`src/rtl/adc_seq_pkg.sv`:
```
package adc_seq_pkg;

    localparam int CFG_W     = 7;
    localparam int RES_W     = 16;
    localparam int FRAME_LEN = 16;
    localparam int MIN_CONV  = 2;

    typedef enum logic [2:0] {
        ST_IDLE,
        ST_WAKE,
        ST_CONV,
        ST_SHIFT,
        ST_OUT
    } seq_state_t;

    // Field order is the wire order: the top field leaves first.
    typedef struct packed {
        logic       single_end;
        logic       odd_sign;
        logic [1:0] addr;
        logic       com_ref;
        logic       unipolar;
        logic       sleep_req;
    } adc_cfg_t;

    function automatic logic [FRAME_LEN-1:0] frame_of(adc_cfg_t c);
        return {c, {(FRAME_LEN - CFG_W){1'b0}}};
    endfunction

endpackage

```
`src/rtl/adc_seq_cfg_list.sv`:
```
module adc_seq_cfg_list
    import adc_seq_pkg::*;
#(
    parameter int N_ENTRIES = 8,
    parameter int IDX_W     = 3
) (
    input  logic             clk,
    input  logic             rst,
    input  logic             wr_en,
    input  logic [IDX_W-1:0] wr_idx,
    input  adc_cfg_t         wr_cfg,
    input  logic [IDX_W-1:0] rd_idx,
    output adc_cfg_t         rd_cfg
);

    adc_cfg_t         entry_q [N_ENTRIES];
    logic [N_ENTRIES-1:0] hit;

    for (genvar g = 0; g < N_ENTRIES; g++) begin : g_dec
        assign hit[g] = wr_en && (wr_idx == IDX_W'(g));
    end

    always_ff @(posedge clk) begin
        for (int i = 0; i < N_ENTRIES; i++) begin
            if (rst)
                entry_q[i] <= '0;
            else if (hit[i])
                entry_q[i] <= wr_cfg;
        end
    end

    assign rd_cfg = entry_q[rd_idx];

endmodule

```
`src/rtl/adc_seq_sclk_gen.sv`:
```
module adc_seq_sclk_gen #(
    parameter int HALF_W = 8,
    parameter int BITS   = 16
) (
    input  logic              clk,
    input  logic              rst,
    input  logic              en,
    input  logic [HALF_W-1:0] half,
    output logic              sck,
    output logic              rise_stb,
    output logic              fall_stb,
    output logic              last_stb
);

    localparam int BIT_W = $clog2(BITS);

    logic [HALF_W-1:0] half_eff;
    logic [HALF_W-1:0] hcnt_q;
    logic [BIT_W-1:0]  bitn_q;
    logic              phase_q;
    logic              wrap;

    assign half_eff = (half == '0) ? HALF_W'(1) : half;
    assign wrap     = en && (hcnt_q == half_eff - HALF_W'(1));
    assign rise_stb = wrap && !phase_q;
    assign fall_stb = wrap && phase_q;
    assign last_stb = fall_stb && (bitn_q == BIT_W'(BITS - 1));
    assign sck      = phase_q;

    always_ff @(posedge clk) begin
        if (rst || !en) begin
            hcnt_q  <= '0;
            bitn_q  <= '0;
            phase_q <= 1'b0;
        end else if (wrap) begin
            hcnt_q  <= '0;
            phase_q <= !phase_q;
            if (phase_q)
                bitn_q <= bitn_q + BIT_W'(1);
        end else begin
            hcnt_q <= hcnt_q + HALF_W'(1);
        end
    end

endmodule

```
`src/rtl/adc_seq_shifter.sv`:
```
module adc_seq_shifter
    import adc_seq_pkg::*;
(
    input  logic             clk,
    input  logic             rst,
    input  logic             load,
    input  adc_cfg_t         load_cfg,
    input  logic             rise_stb,
    input  logic             fall_stb,
    input  logic             miso,
    output logic             mosi,
    output logic [RES_W-1:0] rx_word
);

    logic [FRAME_LEN-1:0] tx_q;
    logic [FRAME_LEN-1:0] rx_q;

    always_ff @(posedge clk) begin
        if (rst) begin
            tx_q <= '0;
            rx_q <= '0;
        end else begin
            if (load)
                tx_q <= frame_of(load_cfg);
            else if (fall_stb)
                tx_q <= {tx_q[FRAME_LEN-2:0], 1'b0};
            if (rise_stb)
                rx_q <= {rx_q[FRAME_LEN-2:0], miso};
        end
    end

    assign mosi    = tx_q[FRAME_LEN-1];
    assign rx_word = rx_q[RES_W-1:0];

endmodule

```
`src/rtl/adc_seq_ctrl.sv`:
```
module adc_seq_ctrl
    import adc_seq_pkg::*;
#(
    parameter int N_ENTRIES = 8,
    parameter int HALF_W    = 8,
    parameter int TIME_W    = 16,
    parameter int WAKE_W    = 24,
    parameter int IDX_W     = $clog2(N_ENTRIES)
) (
    input  logic              clk,
    input  logic              rst,
    input  logic              run,
    input  logic              nap_en,
    input  logic [HALF_W-1:0] sck_half,
    input  logic [TIME_W-1:0] conv_cycles,
    input  logic [WAKE_W-1:0] wake_cycles,
    input  logic [IDX_W-1:0]  list_last,
    input  logic              list_wr_en,
    input  logic [IDX_W-1:0]  list_wr_idx,
    input  logic [CFG_W-1:0]  list_wr_cfg,
    output logic              adc_cs,
    output logic              adc_sck,
    output logic              adc_mosi,
    input  logic              adc_miso,
    output logic              res_valid,
    input  logic              res_ready,
    output logic [RES_W-1:0]  res_data,
    output logic [IDX_W-1:0]  res_tag
);

    localparam int CNT_W = (TIME_W > WAKE_W) ? TIME_W : WAKE_W;

    seq_state_t        state_q;
    logic [CNT_W-1:0]  tmr_q;
    logic [CNT_W-1:0]  conv_eff;
    logic [CNT_W-1:0]  wake_lim;
    logic [IDX_W-1:0]  ptr_q;
    logic [IDX_W-1:0]  prev_idx_q;
    logic              prime_q;
    logic              nap_q;
    logic              sent_sleep_q;
    logic              sleep_pend_q;
    logic              out_valid_q;
    logic [RES_W-1:0]  out_data_q;
    logic [IDX_W-1:0]  out_tag_q;

    adc_cfg_t          cur_cfg;
    logic              load_frame;
    logic              rise_stb;
    logic              fall_stb;
    logic              last_stb;
    logic [RES_W-1:0]  rx_word;
    logic              need_wake;
    logic [IDX_W-1:0]  ptr_next;

    assign conv_eff   = (conv_cycles < TIME_W'(MIN_CONV)) ? CNT_W'(MIN_CONV) : CNT_W'(conv_cycles);
    assign wake_lim   = CNT_W'(wake_cycles);
    assign need_wake  = sleep_pend_q && (wake_cycles != '0);
    assign load_frame = (state_q == ST_CONV) && (tmr_q == conv_eff - CNT_W'(1));
    assign ptr_next   = (ptr_q >= list_last) ? '0 : ptr_q + IDX_W'(1);

    adc_seq_cfg_list #(
        .N_ENTRIES (N_ENTRIES),
        .IDX_W     (IDX_W)
    ) list_i (
        .clk    (clk),
        .rst    (rst),
        .wr_en  (list_wr_en),
        .wr_idx (list_wr_idx),
        .wr_cfg (adc_cfg_t'(list_wr_cfg)),
        .rd_idx (ptr_q),
        .rd_cfg (cur_cfg)
    );

    adc_seq_sclk_gen #(
        .HALF_W (HALF_W),
        .BITS   (FRAME_LEN)
    ) sclk_i (
        .clk      (clk),
        .rst      (rst),
        .en       (state_q == ST_SHIFT),
        .half     (sck_half),
        .sck      (adc_sck),
        .rise_stb (rise_stb),
        .fall_stb (fall_stb),
        .last_stb (last_stb)
    );

    adc_seq_shifter shift_i (
        .clk      (clk),
        .rst      (rst),
        .load     (load_frame),
        .load_cfg (cur_cfg),
        .rise_stb (rise_stb),
        .fall_stb (fall_stb),
        .miso     (adc_miso),
        .mosi     (adc_mosi),
        .rx_word  (rx_word)
    );

    always_ff @(posedge clk) begin
        if (rst) begin
            state_q      <= ST_IDLE;
            tmr_q        <= '0;
            ptr_q        <= '0;
            prev_idx_q   <= '0;
            prime_q      <= 1'b0;
            nap_q        <= 1'b0;
            sent_sleep_q <= 1'b0;
            sleep_pend_q <= 1'b0;
            out_valid_q  <= 1'b0;
            out_data_q   <= '0;
            out_tag_q    <= '0;
        end else begin
            case (state_q)
                ST_IDLE: begin
                    if (run) begin
                        ptr_q   <= '0;
                        prime_q <= 1'b1;
                        tmr_q   <= '0;
                        if (need_wake) begin
                            state_q <= ST_WAKE;
                        end else begin
                            state_q      <= ST_CONV;
                            nap_q        <= nap_en;
                            sleep_pend_q <= 1'b0;
                        end
                    end
                end
                ST_WAKE: begin
                    if (tmr_q == wake_lim - CNT_W'(1)) begin
                        state_q      <= ST_CONV;
                        tmr_q        <= '0;
                        nap_q        <= nap_en;
                        sleep_pend_q <= 1'b0;
                    end else begin
                        tmr_q <= tmr_q + CNT_W'(1);
                    end
                end
                ST_CONV: begin
                    if (load_frame) begin
                        state_q      <= ST_SHIFT;
                        tmr_q        <= '0;
                        sent_sleep_q <= cur_cfg.sleep_req;
                    end else begin
                        tmr_q <= tmr_q + CNT_W'(1);
                    end
                end
                ST_SHIFT: begin
                    if (last_stb) begin
                        state_q      <= ST_OUT;
                        out_data_q   <= rx_word;
                        out_tag_q    <= prev_idx_q;
                        out_valid_q  <= !prime_q;
                        prime_q      <= 1'b0;
                        prev_idx_q   <= ptr_q;
                        ptr_q        <= ptr_next;
                        sleep_pend_q <= sent_sleep_q;
                    end
                end
                ST_OUT: begin
                    if (!out_valid_q || res_ready) begin
                        out_valid_q <= 1'b0;
                        tmr_q       <= '0;
                        if (!run) begin
                            state_q <= ST_IDLE;
                        end else if (need_wake) begin
                            state_q <= ST_WAKE;
                        end else begin
                            state_q      <= ST_CONV;
                            nap_q        <= nap_en;
                            sleep_pend_q <= 1'b0;
                        end
                    end
                end
                default: state_q <= ST_IDLE;
            endcase
        end
    end

    assign adc_cs    = (state_q == ST_CONV) && (nap_q || (tmr_q == '0));
    assign res_valid = out_valid_q;
    assign res_data  = out_data_q;
    assign res_tag   = out_tag_q;

    AST_SCK_ONLY_IN_FRAME: assert property (@(posedge clk) disable iff (rst)
        (state_q != ST_SHIFT) |-> !adc_sck);
    AST_CS_LOW_WHEN_CLOCKING: assert property (@(posedge clk) disable iff (rst)
        adc_sck |-> !adc_cs);
    AST_MOSI_STEADY_HIGH: assert property (@(posedge clk) disable iff (rst)
        (adc_sck && $past(adc_sck)) |-> $stable(adc_mosi));
    AST_FULL_POWER_PULSE: assert property (@(posedge clk) disable iff (rst)
        ($rose(adc_cs) && !nap_q) |=> !adc_cs);
    AST_NAP_HOLD: assert property (@(posedge clk) disable iff (rst)
        ($rose(adc_cs) && nap_q) |=> adc_cs);
    AST_TAG_IN_LIST: assert property (@(posedge clk) disable iff (rst)
        res_valid |-> (res_tag <= list_last));
    AST_STALL_HOLD: assert property (@(posedge clk) disable iff (rst)
        (res_valid && !res_ready) |=> (res_valid && $stable(res_data) && $stable(res_tag)));
    AST_NO_STROBE_WHILE_PENDING: assert property (@(posedge clk) disable iff (rst)
        res_valid |-> !adc_cs);

endmodule

```
`config.mk`:
```
export PLATFORM = sky130hd
export DESIGN_NAME = adc_seq_ctrl
export DESIGN_NICKNAME = d
export VERILOG_FILES = /design/src/rtl/adc_seq_pkg.sv /design/src/rtl/adc_seq_cfg_list.sv /design/src/rtl/adc_seq_sclk_gen.sv /design/src/rtl/adc_seq_shifter.sv /design/src/rtl/adc_seq_ctrl.sv
export SDC_FILE = /design/constraint.sdc
export NUM_CORES = 1
export LEC_CHECK = 0
export ABC_AREA = 1
export BUFFER_PORTS_ARGS = -buffer_cell sky130_fd_sc_hd__buf_2
export CAP_MARGIN = 20
export CORE_AREA = 2 2 191 193
export DETAILED_ROUTE_END_ITERATION = 10
export DIE_AREA = 0 0 193 195
export GPL_ROUTABILITY_DRIVEN = 1
export HOLD_SLACK_MARGIN = 0.06
export PLACE_DENSITY = 0.54
export SLEW_MARGIN = 20
export SYNTH_ARGS = -nofsm -noshare
export SYNTH_HDL_FRONTEND = slang
export SYNTH_HIERARCHICAL = 1
export SYNTH_SLANG_ARGS = --single-unit
export TNS_END_PERCENT = 10
```
`constraint.sdc`:
```
create_clock -name clk -period 9.48 [get_ports clk]
set_clock_uncertainty 0.1 [all_clocks]
set_input_delay 0.948 -clock clk [delete_from_list [all_inputs] [get_ports clk]]
set_output_delay 0.948 -clock clk [all_outputs]
set_load 0.05 [all_outputs]
```
[After elaboration in Yosys (flattened, before gate mapping)]
Memories as Yosys holds them, arrays and structs flattened. A register that Yosys moved wholly into a read port is not among the register bits.
Index checks and enable logic that the tools add are counted.
Widths: inputs -> output; s select.
Word-level totals
  RAM bits: 56
  register bits: 93
  input bits: 68
  memories kept: 1
Memory list
  list_i.entry_q: words 8, width 7, read ports 1, clocked after memory_dff 1, wr ports 8, line adc_seq_cfg_list.sv:16  | adc_cfg_t entry_q [N_ENTRIES];
Cells by class
  add/sub/neg operators: 7
  mux-type cells: 74
  equal/unequal tests: 20
  order comparisons: 2
  reductions and logical operators: 43
  bitwise gates (word level): 8
Operator list (number)
  $mux 24: 4
  $pmux 24 s4: 1
  $mux 7: 8
  $eq 24x24->1: 2
  $mux 16: 3
  $mux 1: 39
  $mux 3: 11
  $add 24x1->24 const B: 1
  $logic_not 24->1: 1
  $reduce_bool 24->1: 1
  $sub 24x1->24 const B: 1
  $sub 16x1->17 const B: 1
  $lt 16x2->1 const B: 1
  $eq 3x3->1 const B: 5
  $logic_and 1x1->1: 15
  $pmux 3 s5: 1
  $eq 3x2->1 const B: 4
  $reduce_and 3->1: 4
  $ne 2x2->1 const B: 5
  $add 8x1->8 const B: 1
  $eq 8x8->1: 1
  $logic_not 8->1: 1
  $mux 8: 1
  $or 1x1->1: 8
  other kinds (21): 34

[Longest topological paths before layout]
Gate-level depths: netlist (run 1).
  depth after elaboration: 11
  gate-level depth with buffers: 26
  depth with buffers taken out: 26

[Modules after synthesis]
Netlist (run 1), hierarchy kept.
Modules (own cells, without submodules)
  adc_seq_ctrl: area an instance 5502.8 um^2, instances 1, seq. area each 1141.1 um^2, cells each 925
  adc_seq_cfg_list: area an instance 2962.8 um^2, instances 1, seq. area each 1681.6 um^2, cells each 341
  adc_seq_sclk_gen: area an instance 1171.1 um^2, instances 1, seq. area each 260.2 um^2, cells each 176
  adc_seq_shifter: area an instance 893.4 um^2, instances 1, seq. area each 460.4 um^2, cells each 121

[Least setup slack after synthesis (run 1)]
No wires, ideal clock.
  kind: in2reg
  from: input sck_half[1]
  to: register out_data_q[10], in the netlist res_data[10]
  slack: 5.750 ns
  library setup time: 0.116 ns
  data required time: 9.264 ns
  arrival time: 3.514 ns
  stages: 23
  path buffers: 1
  cell sequence: inv_2 > nand2_1 > nor2_2 > nand2_4 > nand2_2 > inv_1 > ha_1 > nand2_1 > nand2_1 > nor2_1 > nand2_1 > nand3b_1 > nor2_2 > nand3_4 > nor2_4 > nand4_1 > nor2_1 > inv_1 > nor2_1 > clkinv_1 > clkbuf_1 > nor2_1 > nor2_1
Between the ends
  cells in the longest elaborated chain, start to end: 8
RTL lines
  start: declaration: line adc_seq_ctrl.sv:14  | input logic [HALF_W-1:0] sck_half,
  $logic_not 8->1: line adc_seq_sclk_gen.sv:23  | assign half_eff = (half == '0) ? HALF_W'(1) : half;
  $mux 8 (*): line adc_seq_sclk_gen.sv:23
  $sub 8x1->8 (*): line adc_seq_sclk_gen.sv:24  | assign wrap = en && (hcnt_q == half_eff - HALF_W'(1));
  $eq 8x8->1 (*): line adc_seq_sclk_gen.sv:24
  $logic_and 1x1->1 (*): line adc_seq_sclk_gen.sv:24
  $logic_and 1x1->1 (*): line adc_seq_sclk_gen.sv:26  | assign fall_stb = wrap && phase_q;
  $logic_and 1x1->1 (*): line adc_seq_sclk_gen.sv:27  | assign last_stb = fall_stb && (bitn_q == BIT_W'(BITS - 1));
  net last_stb: line adc_seq_ctrl.sv:51  | logic last_stb;
  $reduce_and 2->1 (no line) (*)
  end signal: assignment: line adc_seq_ctrl.sv:152  | out_data_q <= rx_word;
  end: declaration: line adc_seq_ctrl.sv:44  | logic [RES_W-1:0] out_data_q;
The timed path passes the listed nets; every way through them passes the cells marked *.
A chain may end at the register's enable or synchronous reset.

[Worst setup path in the final report (run 1)]
  from: input sck_half[2]
  to: register ptr_q[2]
Between the ends
  cells in the longest elaborated chain, start to end: 9
RTL lines
  $logic_not 8->1: line adc_seq_sclk_gen.sv:23
  $mux 8 (*): line adc_seq_sclk_gen.sv:23
  $sub 8x1->8 (*): line adc_seq_sclk_gen.sv:24
  $eq 8x8->1 (*): line adc_seq_sclk_gen.sv:24
  $logic_and 1x1->1 (*): line adc_seq_sclk_gen.sv:24
  $logic_and 1x1->1 (*): line adc_seq_sclk_gen.sv:26
  $logic_and 1x1->1 (*): line adc_seq_sclk_gen.sv:27
  net last_stb: line adc_seq_ctrl.sv:51
  $ne 2x2->1 (no line) (*)
  $reduce_and 3->1 (no line) (*)
  end signal: assignment: line adc_seq_ctrl.sv:157  | ptr_q <= ptr_next;
  end: declaration: line adc_seq_ctrl.sv:37  | logic [IDX_W-1:0] ptr_q;
Marks and branches as above.

==> run metrics, run 1 <==
largest net degree at the start of global routing 35; Hold Fails Final Rpt 0; fin area approximately 12000 um2; post_cts resized 0; sequential element share of the synthesized area roughly a third; global-route usage over all layers between 10% and 20%; Worst setup SP type primary input; CP top delay family simple AND/OR/NAND/NOR gates; worst min path class flop to flop; Avg Inst Size Synth 6.74 um2; Hold Buf Count CTS 0; Synth area leaders dfxtp_1 18%, edfxtp_1 16%, nand2_1 13%; most common cell in the netlist nand2_1; flops & latches, synth 149; mux share of post-synthesis cell area 0%; Finished Core Util 33.9%; Die ar. 37600 um2; H-tree levels 4; Post-Synthesis Cells 1563; RSZ-0062 raised after global routing false; placed inst area 11300 um2; Core Region 35400 um2; number of CTS-inserted buffers 17; Root Buffer Master clkbuf_16; clock slew at reported path FFs 0.06 ns; Slowest-stage cell, CP clkinv_1; Post-CTS Setup Repair Bufs 0; post-DR vias/cell between 4 and 5; CTS tree yes; DR iter-0 viols approximately 520; largest family of logic cells by synthesized area simple AND/OR/NAND/NOR gates; Critical Path AT 4.73 ns; row count 69; HP Start prev_idx_q[0]; crit-path max cell delay 0.64 ns; Fmax 223 MHz; CP most frequent cell nand2_1; wire length of the first global-routing pass 47.0 mm; Hold Path Cell Cnt 2; total number of vias 9882; VDD IR max 0.135 mV; fraction of layout cells with a size suffix above 1 between 15 and 20%; vias in the first global route 9451; Area growth syn-to-layout 14.0%; Simple-Gate Fraction of Synth Area between 40% and 50%; EDFF count, synth 56; Static Leakage 0.00577 uW; Req. time, crit path 9.72 ns; Tcrit/Tclk final 47.3%; Ys Warns 6; Final setup viols 0; Rel. slew slack 34.3%; final net count 1706; die width 193 um; Worst-Margin Slew around 1 ns; Setup Crit Path Kind primary input to flop; grt ovf 0; P per Cell Area 148 nW/um2; Compound-Gate Fraction of Synth Area ~5%; post-synth top area cell dfxtp_1; CP Capture Type flop; flop2flop setup slack 5.55 ns; CP bufs+invs 6; crit path time final 4.48 ns; drt pass-1 iters 5; Post-Syn Nets 1643; max-cap violations 0; final RePlAce weighted congestion 0.892; Routed Wire Length about 29 mm; Cell variety after synth 55; R2R depth 21; Max clock buf depth 2; initial antenna violation count 0; XOR/XNOR share of the synthesized area 5.79%; FF-to-FF Start state_q[0]; WHS Endpoint prev_idx_q[0]; IO Pins 91; post-synth top area share 17.7%; CP max FO 27; number of routed nets with antenna violations 0; r2r endpoint ptr_q[2]; DR WL/cell 13.7 um; final max-slew violation count 0; Die Ht a little under 200 um; synthesized area 10500 um2; FFs w/ async S/R, synth 0%; post-synthesis adder-cell area fraction around 1.4%; Worst-Skew Late Latency ~0.43 ns; DPL Wire Length between 20 and 25 mm; run status finished clean; # diodes 0; most used flip-flop cell after synthesis dfxtp_1; Initial Utilization 29.7%; setup TNS 0 ns; port buffer count 90; Remaining DRCs 0; clk sinks 149; top cells by count, synth 374 x nand2_1, 244 x nor2_1, 224 x inv_1
## worst max-delay path by stage
stage | end | depth (start not counted) | startpoint | slack (ns)
after detailed placement | ptr_q[2] | 25 | sck_half[2] | 4.50
after CTS | ptr_q[2] | 25 | sck_half[2] | 4.96
after global routing | ptr_q[2] | 25 | sck_half[4] | 4.52
after global placement | ptr_q[2] | 25 | sck_half[1] | 4.63
final | ptr_q[2] | 25 | sck_half[2] | 5.00
after floorplan | res_data[10] | 23 | sck_half[1] | 5.75
## stage by stage
| stage | power (uW) | std cells | worst slack [ns] | hold WS [ns] |
|---|---|---|---|---|
| floorplan | 946 | 1563 | 5.75 | 0.333 |
| global placement | 1040 | 2068 | 4.63 | 0.351 |
| detailed placement | 1050 | 2068 | 4.50 | 0.359 |
| CTS | 1800 | 2100 | 4.96 | 0.367 |
| global route | 1870 | 2100 | 4.52 | 0.382 |
| finish | 1780 | 2100 | 5.00 | 0.363 |
## sequential cells by signal, summed over array words and instances (netlist names), 3 cells and up
register / cells
list_i/entry_q: 56
tmr_q: 24
res_data: 16
shift_i/rx_word: 16
sclk_i/hcnt_q: 8
shift_i/tx_q: 7
sclk_i/bitn_q: 4
prev_idx_q: 3
ptr_q: 3
res_tag: 3
state_q: 3
## cells in the final DEF (no fill, tap or decap), drive strengths merged, types with 17 or more instances in the layout
cell type,n
nand4,43
buf,98
nand3,185
clkbuf,21
a21oi,24
dfxtp,93
xnor2,27
xor2,39
o21ai,61
inv,245
nand2,393
nor2,278
edfxtp,56
nor3,17
## worst min-delay path, delay by kind of cell, from the launching register on
family	cells	cell delay, ns
compound gates	1	0.05
flops	1	0.31
simple gates	1	0.06
## where the power goes
| group | internal, uW | total, uW | switching (uW) | leakage, uW |
|---|---|---|---|---|
| clock network | 464 | 748 | 284 | 0.000319 |
| logic | 99.4 | 325 | 226 | 0.00416 |
| registers | 692 | 709 | 16.5 | 0.00129 |
## cell type report
type,count,area [um2]
fillers,3837,23400
multi-input cells,1116,5790
flip-flops and latches,149,3540
inverters,244,923
well taps,461,577
repair buffers,98,510
clock buffers,21,503
clock inverters,11,154
## kinds of logic after synthesis
logic type | after synthesis
flops | 149
compound gates | 94
simple gates | 943
xor+xnor | 67
buf+inv | 298
fa+ha+maj | 12
## layer usage
layer	track usage [%]	wire, um	vias up
li1	-	-	5065
met1	20.1	13200	4571
met2	26.6	13600	211
met3	2.93	1450	35
met4	4.55	452	0
met5	0	0	-
No activity file was read; power rests on OpenSTA's default activity.
==> run 2: changes to the inputs <==
==> constraint.sdc (replaced) <==
create_clock -name clk -period 4.19 [get_ports clk]
set_clock_uncertainty 0.1 [all_clocks]
set_input_delay 0.419 -clock clk [delete_from_list [all_inputs] [get_ports clk]]
set_output_delay 0.419 -clock clk [all_outputs]
set_load 0.05 [all_outputs]
==> run metrics, run 2 (synthesized netlist as in run 1, its figures left out) <==
VDD IR max 0.269 mV; met3 global-route usage 3.20%; max-cap violations 0; Global Route met1 Usage 20.5%; FF-to-FF Start state_q[0]; Die ar. ~38000 um2; Rel. slew slack roughly two fifths; cell-internal power 2670 uW; Initial Utilization 29.7%; fraction of layout cells with a size suffix above 1 15.6%; grt peak-use layer met2; global-route usage over all layers 15.9%; most flop-heavy register list_i/entry_q; Area growth syn-to-layout 13.6%; number of CTS-inserted buffers 17; R2R depth 21; area of the multi-input gates about 5800 um2; max reg flops 56; Static Leakage 0.00575 uW; met2 usage a little over a quarter; register area about 3500 um2; commonest non-fill, non-tap cells in the layout 374 x nand2_1, 244 x nor2_1, 224 x inv_1; slack of the critical path 0.945 ns; final net count about 1700; Final setup viols 0; clock slew at reported path FFs 0.06 ns; worst hold margin 0.119 ns; Critical Path AT 3.47 ns; die width just under 200 um; total number of vias 9752; Tcrit/Tclk final 77.5%; DR iter-0 viols approximately 640; Worst Setup EP shift_i/tx_q[13]; CP max FO 12; sequential power share between 40% and 50%; final RePlAce weighted congestion just under 0.9; Switching Share between 30% and 40%; post_cts resized 0; # diodes 0; largest net degree at the start of global routing 29; number of routed nets with antenna violations 0; Hold Fails Final Rpt 0; DR WL/cell between 10 and 15 um; Worst setup SP type primary input; final max-slew violation count 0; Post-CTS Setup Repair Bufs 0; r2r endpoint ptr_q[2]; Root Buffer Master clkbuf_16; DPL Wire Length 21.9 mm; Largest regs list_i/entry_q x56, tmr_q x24; CP Capture Type flop; run status finished clean; drt pass-1 iters 5; Worst Setup SP conv_cycles[6]; pre-CTS WS around 0.50 ns; Fmax 308 MHz; Finished Core Util 33.8%; setup TNS 0 ns; Req. time, crit path 4.41 ns; H-tree levels 4; Worst-Margin Slew 0.903 ns; IO Pins 91; flop2flop setup slack 1.00 ns; port buffer count 90; Setup Crit Path Kind primary input to flop; initial antenna violation count 0; RSZ-0062 raised after global routing false; clk sinks 149; post-DR vias/cell 4.63; Die Ht roughly 200 um; Fill cells 3790; Sw Pwr between 1000 and 1500 uW; worst min path class primary input to flop; crit path time final 3.25 ns; Hold Path Cell Cnt 3; Remaining DRCs 0; fin area 12000 um2; Max clock buf depth 2; Clk pwr share 39.4%; most common cell after layout, fill and taps aside nand2_1; row count just under 70; grt ovf 0; wire length of the first global-routing pass between 40 and 50 mm; P per Cell Area 323 nW/um2; Worst-Skew Late Latency 0.43 ns; Core Region between 30000 and 40000 um2; Routed Wire Length 29.3 mm; combinational power share 19.2%; Hold Buf Count CTS 0; vias in the first global route 9375; placed inst area 11400 um2; CTS tree yes
## run 2: cell types whose count changed in the layout (fill, tap and decap cells not counted), sizes merged
cell	delta
buf	+5
clkbuf	-4
clkinv	+3
clkinvlp	+3
bufinv	-1
inv	-1
## run 2: per-stage QoR
step                total power (uW)  std cells
floorplan                       2140       1563
global placement                2360       2073
detailed placement              2370       2073
CTS                             3910       2105
global route                    4070       2105
finish                          3870       2105
## run 2: area by class of cell
cell class	instances	area share [%]
flip-flops and latches	149	29.6
inverters	244	7.72
clock buffers	17	3.56
clock inverters	15	1.26
repair buffers	103	4.58
well taps	461	4.82
multi-input cells	1116	48.4
## run 2: power groups by stage
stage          Combinational [uW]  Clock [uW]  Sequential [uW]
2_1_floorplan                 517           0             1620
3_3_place_gp                  729           0             1640
3_5_place_dp                  734           0             1630
4_1_cts                       738        1560             1600
5_1_grt                       826        1630             1610
6_report                      741        1520             1600
## run 2: per-layer routing
| layer | vias to the layer above | part of all wire (%) | routed length (um) |
|---|---|---|---|
| met4 | 0 | 2.0 | 594 |
| met3 | 37 | 4.8 | 1410 |
| met1 | 4445 | 46 | 13600 |
| met2 | 201 | 47 | 13700 |
| li1 | 5069 | - | - |
| met5 | - | 0 | 0 |
## run 2: how the worst min path moves through the flow
stage,start,slack [ns],endpoint
after global routing,adc_miso,0.11,shift_i/rx_word[0]
after CTS,adc_miso,0.11,shift_i/rx_word[0]
after floorplan,shift_i/tx_q[9],0.33,shift_i/tx_q[9]
final,adc_miso,0.12,shift_i/rx_word[0]
after detailed placement,prime_q,0.35,prime_q
after global placement,prime_q,0.35,prime_q
## run 2: critical path: stages
cell and delay (ns):
buf_2 0.12, nor2_1 0.19, nand2_1 0.14, nor2_2 0.13, nand2_2 0.18, nand2_1 0.14, ha_1 0.21, nand2_2 0.11
nor2_4 0.17, nand2_1 0.07, nand2_1 0.07, nand2_1 0.05, nand2_1 0.09, nand4_1 0.10, or2_2 0.31, nor4_2 0.40
buf_4 0.23, nor2_4 0.07, nand2_1 0.09, nand3_1 0.07, nand2_1 0.07, inv_1 0.04
==> run 3: changes to the inputs <==
--- a/config.mk
+++ b/config.mk
@@ -13,7 +13,7 @@
 export DIE_AREA = 0 0 193 195
 export GPL_ROUTABILITY_DRIVEN = 1
 export HOLD_SLACK_MARGIN = 0.06
-export PLACE_DENSITY = 0.54
+export PLACE_DENSITY = 0.56
 export SLEW_MARGIN = 20
 export SYNTH_ARGS = -nofsm -noshare
 export SYNTH_HDL_FRONTEND = slang
==> constraint.sdc (replaced) <==
create_clock -name clk -period 2.71 [get_ports clk]
set_clock_uncertainty 0.1 [all_clocks]
set_input_delay 0.271 -clock clk [delete_from_list [all_inputs] [get_ports clk]]
set_output_delay 0.271 -clock clk [all_outputs]
set_load 0.05 [all_outputs]
==> run metrics, run 3 (synthesized netlist as in run 1, its figures left out) <==
run status finished clean; max reg flops 56; H-tree levels 4; Worst setup SP type flop; IO Pins slightly above 90; row count 69; Remaining DRCs 0; global-route usage over all layers 16.3%; fraction of layout cells with a size suffix above 1 22.8%; worst min path class primary input to flop; RSZ-0062 raised after global routing true; clk sinks 149; Worst-Skew Late Latency 0.45 ns; initial antenna violation count 0; max-cap violations 0; CP max FO 16; worst hold margin roughly 0.13 ns; VDD IR max 0.460 mV; Initial Utilization 29.7%; port buffer count 90; Area growth syn-to-layout 24.5%; DPL Wire Length roughly 23 mm; drt pass-1 iters 5; post-DR vias/cell 4.62; Final setup viols 0; final net count 1819; die width 193 um; Setup Crit Path Kind flop to flop; Global Route met1 Usage 20.8%; Die ar. 37600 um2; Fill cells 3780; largest net degree at the start of global routing 30; Core Region ~35000 um2; Fmax 386 MHz; DR WL/cell 13.4 um; clock slew at reported path FFs 0.08 ns; CP Capture Type flop; vias in the first global route 10000; slack of the critical path 0.122 ns; Tcrit/Tclk final a little over nine tenths; Rel. slew slack 34.8%; Largest regs list_i/entry_q x56, tmr_q x24; final RePlAce weighted congestion between 0.9 and 1; commonest non-fill, non-tap cells in the layout 368 x nand2_1, 231 x nor2_1, 218 x inv_1; grt peak-use layer met2; total number of vias 10200; HP Start rst; pre-CTS WS -0.411 ns; Worst Setup SP state_q[0]; Req. time, crit path just under 3 ns; Root Buffer Master clkbuf_16; met3 global-route usage 2.86%; FF-to-FF Start state_q[0]; crit path time final 2.59 ns; Hold Fails Final Rpt 0; final max-slew violation count 0; most common cell after layout, fill and taps aside nand2_1; # diodes 0; met2 usage 27.6%; Die Ht 195 um; most flop-heavy register list_i/entry_q; Worst-Margin Slew 0.968 ns; number of CTS-inserted buffers 17; grt ovf 0; wire length of the first global-routing pass 49.1 mm; number of routed nets with antenna violations 0; CTS tree yes; Routed Wire Length roughly 30 mm; Max clock buf depth 2; P per Cell Area 478 nW/um2; DR iter-0 viols 600; Static Leakage 0.00638 uW; Critical Path AT 2.82 ns
[run 3: changes by cell type in the layout (fill, tap and decap cells not counted), moves of 4 or more]
cell	previous run	this run
clkinv_4	2	6
nor2_1	244	231
nand2_1	374	368
inv_1	224	218
nor2_2	24	29
clkinv_1	6	2
buf_4	13	111
nand2_4	2	6
nor2_4	9	17
clkinv_8	0	5
inv_8	1	5
buf_12	0	7
[run 3: metrics by stage]
stage                     TNS (ns)  std cells  utilization (%)  instance area (um2)  total power [uW]
after floorplan             -0.156       1563                -                10700              3320
after global placement      -14.62       2175             34.9                12400              3840
after detailed placement    -16.71       2175             34.9                12400              3850
after CTS                        0       2209             36.7                13000              6290
after global routing         -3.01       2213             37.0                13100              6580
final                            0       2213             37.0                13100              6260
[run 3: path summary, 6_finish.rpt]
path                           end  slack [ns]  cells after the start
setup reg to reg       res_data[6]        0.12                     19
hold reg to reg            prime_q        0.37                      2
hold / removal    shift_i/tx_q[14]        0.13                      2
setup / recovery       res_data[6]        0.12                     19
[run 3: layout make-up]
type                            count  area, um2  share of cell area (%)
Multi-Input combinational cell   1116       5970                    45.5
Sequential cell                   149       3540                    27.0
Timing Repair Buffer              211       1460                    11.1
Inverter                          244        958                    7.31
Tap cell                          461        577                    4.40
Clock buffer                       17        425                    3.25
Clock inverter                     15        181                    1.38
[run 3: timing repair]
item	CTS	global route
pin swaps	2	15
setup buffers	0	4
endpoints found under the hold margin	2	0
hold buffers	2	0
setup endpoints to repair	31	59
gates resized for setup	3	29
[run 3: power by group]
part | leakage [uW] | switching, uW | internal, uW
Combinational | 0.00479 | 873 | 521
Sequential | 0.00129 | 49.5 | 2420
Clock | 0.000295 | 1150 | 1250
Total | 0.00638 | 2070 | 4190
[run 3: layer usage]
metal  vias to the layer above  wire length, um
li1                       5282                -
met1                      4663            13300
met2                       239            14100
met3                        40             1530
met4                         0              631
met5                         -                0
[run 3: worst max-delay path, stage by stage (launching register included)]
cell and delay (ns):
dfxtp_2 0.34, inv_2 0.05, nor2_4 0.11, inv_2 0.06, nor2_4 0.13, nand2_1 0.06, nor2_1 0.10, nand2_1 0.06
nand3b_1 0.15, nor2_2 0.16, nand3_4 0.09, nor2_4 0.10, nand4_1 0.12, nor2_2 0.19, inv_2 0.07, nor2_4 0.17
clkinv_4 0.11, buf_12 0.16, nor2_1 0.10, nor2_1 0.05
